<file path="config.mk">
export PLATFORM = sky130hd
export DESIGN_NAME = idx_port
export DESIGN_NICKNAME = d
export VERILOG_FILES = /design/src/rtl/idx_port.sv
export SDC_FILE = /design/constraint.sdc
export NUM_CORES = 1
export LEC_CHECK = 0
export BUFFER_PORTS_ARGS = -buffer_cell sky130_fd_sc_hd__buf_2
export CAP_MARGIN = 20
export CORE_MARGIN = 5
export CORE_UTILIZATION = 35
export DETAILED_ROUTE_END_ITERATION = 8
export PLACE_DENSITY = 0.75
export SYNTH_ARGS = -nofsm -noshare
export SYNTH_HDL_FRONTEND = slang
export SYNTH_SLANG_ARGS = --single-unit
</file>
<file path="constraint.sdc">
create_clock -name clk -period 2.7 [get_ports clk]
set_clock_uncertainty 0.1 [all_clocks]
set_input_delay 0.405 -clock clk [delete_from_list [all_inputs] [get_ports clk]]
set_output_delay 0.405 -clock clk [all_outputs]
set_load 0.005 [all_outputs]
</file>
<file path="src/rtl/idx_port.sv">
module idx_port #(
  parameter int ADDR_W = 16,
  parameter int DATA_W = 8,
  parameter int IDX_W  = 8
) (
  input  logic              clk,
  input  logic              rst_n,
  input  logic [ADDR_W-1:0] base_addr,
  input  logic [ADDR_W-1:0] io_addr,
  input  logic [DATA_W-1:0] io_wdata,
  input  logic              io_wr,
  input  logic              io_rd,
  output logic [DATA_W-1:0] io_rdata,
  output logic [IDX_W-1:0]  reg_idx,
  output logic [DATA_W-1:0] reg_wdata,
  output logic              reg_we,
  output logic              reg_re,
  input  logic [DATA_W-1:0] reg_rdata
);

  localparam int WIN_BITS = 3;
  localparam logic [WIN_BITS-1:0] PTR_OFS = 3'd5;
  localparam logic [WIN_BITS-1:0] DAT_OFS = 3'd6;

  initial begin
    if (IDX_W > DATA_W) $error("idx_port: IDX_W must not exceed DATA_W");
  end

  logic [ADDR_W-1:0] addr_diff;
  logic              in_win, ptr_sel, dat_sel;
  logic [IDX_W-1:0]  ptr_q;
  logic [DATA_W-1:0] ptr_ext, rdata_d;

  assign addr_diff = (io_addr ^ base_addr) >> WIN_BITS;
  assign in_win    = (addr_diff == '0);
  assign ptr_sel   = in_win && (io_addr[WIN_BITS-1:0] == PTR_OFS);
  assign dat_sel   = in_win && (io_addr[WIN_BITS-1:0] == DAT_OFS);

  assign reg_idx   = ptr_q;
  assign reg_wdata = io_wdata;
  assign reg_we    = io_wr && dat_sel;
  assign reg_re    = io_rd && dat_sel;

  always_comb begin
    ptr_ext = '0;
    ptr_ext[IDX_W-1:0] = ptr_q;
    rdata_d = '1;
    if (io_rd && ptr_sel)      rdata_d = ptr_ext;
    else if (io_rd && dat_sel) rdata_d = reg_rdata;
  end

  always_ff @(posedge clk) begin
    if (!rst_n) begin
      ptr_q    <= '0;
      io_rdata <= '1;
    end else begin
      if (io_wr && ptr_sel) ptr_q <= io_wdata[IDX_W-1:0];
      io_rdata <= rdata_d;
    end
  end

  AST_PTR_LOAD: assert property (@(posedge clk) disable iff (!rst_n)
    (io_wr && ptr_sel) |=> (reg_idx == $past(io_wdata[IDX_W-1:0])));
  AST_PTR_HOLD: assert property (@(posedge clk) disable iff (!rst_n)
    !(io_wr && ptr_sel) |=> $stable(reg_idx));
  AST_DATA_RETURN: assert property (@(posedge clk) disable iff (!rst_n)
    (io_rd && dat_sel) |=> (io_rdata == $past(reg_rdata)));
  AST_MISS_ONES: assert property (@(posedge clk) disable iff (!rst_n)
    (io_rd && !in_win) |=> (io_rdata == '1));
  AST_IDLE_ONES: assert property (@(posedge clk) disable iff (!rst_n)
    !io_rd |=> (io_rdata == '1));
  AST_STROBE_SCOPE: assert property (@(posedge clk) disable iff (!rst_n)
    (reg_we || reg_re) |-> in_win);

endmodule

</file>
==> impl_metrics.tcl, run 1 <==
set metrics [dict create \
    cts_buffer_depth 2 \
    rrSetupSlack_ps 1920 \
    htree_levels 1 \
    setup_slack_ps 602.9 \
    worst_hold_startpoint "io_wdata[2]" \
    path_buf_inv 3 \
    coreArea_mm2 0.002477 \
    ys_types 18 \
    cts_sinks 16 \
    ir_drop_mv 0.1885 \
    r2r-end "io_rdata[7]" \
    grt_max_degree 18 \
    cts_made_buffers 3 \
    finalHoldViolCount 0 \
    post-place-ws_ps 585.7 \
    slew_headroom 0.5205 \
    netlist_instances 96 \
    hp-class "in -> reg" \
    final_common_cell "buf_2" \
    path_cells "buf_2 -> xnor2_1 -> nand4_2 -> nor4_4 -> buf_4 -> and3_1 -> buf_2" \
    finalNonFillerCells 192 \
    status "complete, no violations" \
    num_rows 18 \
    io_pins 78 \
    fin_setup_tns_ps 0 \
    grt_pass1_vias 910 \
    first_iter_violations 14 \
    grt_pass1_wl_um 3663 \
    vias 863 \
    drive_gt1_frac 0.5370 \
    gp_congestion 0.7215 \
    drv_slew 0 \
    clk_latency_ps 290 \
    numPortBuffers 74 \
    syn_area_um2 910.9 \
    path_class "in -> out" \
    cap_viol_max_count 0 \
    leakagePower_uw 0.0006116 \
    fin_crit_ps 2097 \
    worstPathRequired_ps 2190 \
    cts.reportedPaths.clkPinSlew_ps 100 \
    cp-end-kind "output port" \
    start_util 0.3677 \
    wire_per_inst_um 12.46 \
    routed_wl_um 2392 \
    slowest_delay_ps 270 \
    postLayoutCellArea_mm2 0.001282 \
    avgSynthCellArea_um2 9.488 \
    cp_slowest_cell "nor4_4" \
    crit_fanout 10 \
    timing.final.crit_share 0.7767 \
    worstRegToRegCells 2 \
    cp_top_family "simple AND/OR/NAND/NOR gates" \
    syn-num-nets 148 \
    cts_tree "yes" \
    synthTopCellsByArea "dfxtp_1, mux2i_1, xnor2_1" \
    start_kind "input pin" \
    area_delta_synth_final_pct 40.80 \
    dieHeight_um 61.02 \
    r2r-start "reg_idx[7]" \
    antenna_found_initial 0 \
    most-common-layout-cells "buf_2, nand2_1, dfxtp_1, xnor2_1" \
    place_inst 188 \
    dr.pass1.iters 5 \
    seq_area_frac_synth 0.3516 \
    hold_buffers 0 \
    cts_setup_buffers 0 \
    crit_arrival_ps 1590 \
    cts_resized 0 \
    gr-total-overflow 0 \
    grt_setup_unrepaired "false" \
    worst_slew_pin_slew_ps 713.9 \
    diodes 0 \
    ys_warn_count 0 \
    hpwl_um 2102 \
    fmax_mhz 476.8 \
    setup_viol 0 \
    die_area_mm2 0.003723 \
    hold_depth 3 \
    powerDensity_mw_per_mm2 387.7 \
    drc 0 \
    min_to "reg_idx[2]" \
    dpl_cell_area_mm2 0.001246 \
    track_usage 0.1292 \
    synth_seq_cells 16 \
    die_w_um 61.02 \
    crit_path_frequent_cell "buf_2" \
    yosysTopAreaCell "dfxtp_1" \
    detail-route-antenna-nets 0 \
    nets 215 \
    cts-root-buf "clkbuf_4" \
    yosysTopAreaCellShare 0.3516 \
    fillers 242 \
    vias_per_cell 4.495 \
]
==> metal layers <==
layer	vias up	track usage	share of wire
met2	26	0.2611	0.61
met4	0	0.05573	0.010
met3	2	0.002096	0.050
met5	-	0	0
met1	377	0.1381	0.33
li1	458	-	-
==> sequential cells by signal, indices dropped and copies added (netlist names) <==
signal and flops:
io_rdata 8, reg_idx 8
==> cells by family (layout without fill, tap and decap cells) <==
family                    after synthesis  after routing  synth area share
and+or+nand+nor                        38             38            0.2596
DFF                                    16             16            0.3517
xor gates and xnor gates               13             13            0.1580
buffers and inverters                  13             79           0.08790
AOI/OAI and AO/OA                       8              8           0.05495
muxes                                   8              8           0.08792
==> worst reg2reg max path: stages (launching register included) <==
cell     delay [ps]
dfxtp_1         340
o22ai_1         130
nand3_1         100
==> worst max path at each step <==
stage | from | endpoint | cells past startpoint
5_1_grt | base_addr[9] | reg_we | 7
6_report | base_addr[6] | reg_re | 7
4_1_cts | base_addr[6] | reg_re | 7
3_3_place_gp | base_addr[6] | reg_re | 7
3_5_place_dp | base_addr[9] | reg_re | 7
2_1_floorplan | base_addr[6] | reg_re | 4
==> through the flow <==
stage          total power (uW)    util  hold slack, ps
2_1_floorplan             301.9       -           364.1
3_3_place_gp              340.7  0.5030           357.6
3_5_place_dp              344.4  0.5030           367.8
4_1_cts                   501.3  0.5177           253.1
5_1_grt                   521.4  0.5177           262.2
6_report                  497.2  0.5177           257.8
==> area by class of cell <==
cell class / count / area (um2) / area share
repair buffers: 75 / 377.9 / 0.2946
multi-input cells: 67 / 510.5 / 0.3980
clock buffers: 4 / 36.28 / 0.02829
well taps: 30 / 37.54 / 0.02927
flip-flops and latches: 16 / 320.3 / 0.2498
==> where the power goes <==
group / switching, uW / internal (uW)
Clock: 77.4 / 82.1
Sequential: 0.00164 / 236
Combinational: 47.4 / 54.5
Total: 125 / 372
==> synth_stat cells <==
library cell / count
buf_4: 8
xnor2_2: 4
nand2_1: 17
and3_1: 2
xnor2_1: 9
clkbuf_1: 4
nand3_1: 8
nand2b_1: 2
nor4_4: 2
nand4_1: 2
clkbuf_2: 1
nand4_2: 1
nand4_4: 1
dfxtp_1: 16
o22ai_1: 8
and2_1: 1
nor2b_1: 2
mux2i_1: 8
No activity file was read; power rests on OpenSTA's default activity.
==> run 2, diff against run 1 <==
CORE_UTILIZATION = 34   (was 35)
PLACE_DENSITY = 0.76   (was 0.75)
clock period = 1.7 ns   (was 2.7 ns; I/O delays follow)
==> run 2 against run 1 <==
Against the previous run: die area is 2.5% higher; sequential power is 58% higher; critical endpoint unchanged; routed wire length is 13% higher; core utilization is 3.4 points higher; clock power is 16% higher; total power is 51% higher; worst hold slack worse by 130 ps; the flow now finishes with violations (setup timing); highest routed layer unchanged.
==> impl_metrics.tcl, run 2 (synthesis gave the netlist of run 1 again) <==
set metrics [dict create \
    cts_made_buffers 3 \
    crit_arrival_ps 1350 \
    vias 922 \
    track_usage 0.1426 \
    pwr-share-seq 0.498 \
    finalHoldViolCount 0 \
    antenna_found_initial 0 \
    switching_power_uw 188.3 \
    cts_buffer_depth 2 \
    most-common-layout-cells "buf_2, nand2_1, dfxtp_1" \
    fmax_mhz 585.3 \
    dr.pass1.iters 2 \
    hold_buffers 0 \
    cp-end-kind "output port" \
    grt_pass1_vias 945 \
    htree_levels 1 \
    top_usage_layer "met2" \
    worstRegToRegCells 2 \
    cts_tree "yes" \
    fillers 256 \
    num_rows 18 \
    leakagePower_uw 0.0006666 \
    status "finished, violations left" \
    met3_usage 0.03306 \
    start_kind "input pin" \
    cap_viol_max_count 0 \
    path_class "in -> out" \
    die_area_mm2 0.003814 \
    min_to "reg_idx[3]" \
    post-place-ws_ps -78.99 \
    r2r-end "io_rdata[6]" \
    hpwl_um 2257 \
    ir_drop_mv 0.4109 \
    hold_depth 3 \
    grt_max_degree 18 \
    routed_wl_um 2700 \
    gp_congestion 0.8297 \
    worstPathRequired_ps 1340 \
    met2_usage 0.2855 \
    die_w_um 61.76 \
    setup_slack_ps -8.614 \
    dieHeight_um 61.76 \
    cts.reportedPaths.clkPinSlew_ps 80 \
    area_delta_synth_final_pct 52.75 \
    detail-route-antenna-nets 0 \
    first_iter_violations 3 \
    grt_pass1_wl_um 3988 \
    hp-class "in -> reg" \
    grt_setup_unrepaired "true" \
    r2r-start "reg_idx[6]" \
    worst_hold_startpoint "io_wdata[3]" \
    final_common_cell "buf_2" \
    worst_slew_pin_slew_ps 286.1 \
    cts-root-buf "clkbuf_4" \
    clk_latency_ps 270 \
    rrSetupSlack_ps 930 \
    fin_setup_tns_ps -8.614 \
    start_util 0.3611 \
    crit_fanout 3 \
    setup_viol 1 \
    p_comb_frac 0.257 \
    holdWs_ps 131.8 \
    coreArea_mm2 0.002522 \
    diodes 0 \
    intPower_uw 563.0 \
    powerDensity_mw_per_mm2 540.0 \
    fin_crit_ps 1709 \
    vias_per_cell 4.728 \
    nets 219 \
    clock_power_share 0.245 \
    drive_gt1_frac 0.5758 \
    cts_sinks 16 \
    slew_headroom 0.8093 \
    timing.final.crit_share 1.005 \
    gr-total-overflow 0 \
    startpoint "base_addr[14]" \
    switching_share 0.2507 \
    io_pins 78 \
    drv_slew 0 \
    numPortBuffers 74 \
    grt_util_met1 0.1367 \
    failed_checks "setup timing" \
    wire_per_inst_um 13.85 \
    drc 0 \
]
-- run 2: how the worst max path moves through the flow --
stage | endpoint | slack [ps]
2_1_floorplan | reg_re | 80
3_3_place_gp | reg_re | 20
3_5_place_dp | reg_re | -80
4_1_cts | reg_re | 4
5_1_grt | reg_we | -20
6_report | reg_re | -9
-- run 2: worst max-delay path: stages --
cell	delay [ps]
buf_2	130
xnor2_2	180
nand2_1	130
nor4_4	330
and3_1	210
buf_2	120
-- run 2: stage by stage --
step | power (uW) | utilization | area, um2 | std cells
after detailed placement | 548.2 | 0.5020 | 1266 | 189
after floorplan | 479.4 | - | 910.9 | 96
after CTS | 746.9 | 0.5347 | 1349 | 195
after global placement | 540.5 | 0.5020 | 1266 | 189
final | 751.4 | 0.5516 | 1391 | 195
after global routing | 788.8 | 0.5516 | 1391 | 195
-- run 2: repair_timing --
item / CTS / global route
setup buffers: 3 / 0
hold endpoints to repair: 0 / 0
endpoints found under the setup margin: 2 / 2
resized for setup: 5 / 7
pin swaps: 4 / 6
-- run 2: final cells by class --
type	instances	area [um2]	area share
Timing Repair Buffer	79	451.7	0.3246
Tap cell	30	37.54	0.02698
Sequential cell	16	320.3	0.2302
Clock buffer	3	22.52	0.01619
Multi-Input combinational cell	67	559.3	0.4020
-- run 2: per-layer routing --
layer  wire length (um)  vias to the layer above
li1                   -                      464
met1                907                      419
met2               1529                       35
met3                217                        4
met4                 46                        0
met5                  0                        -
-- run 2: power by group through the flow --
stage | logic (uW) | registers (uW) | clock network (uW)
global placement | 157 | 383 | 0
CTS | 181 | 374 | 191
global route | 209 | 374 | 205
detailed placement | 165 | 383 | 0
floorplan | 96.2 | 383 | 0
finish | 193 | 374 | 184
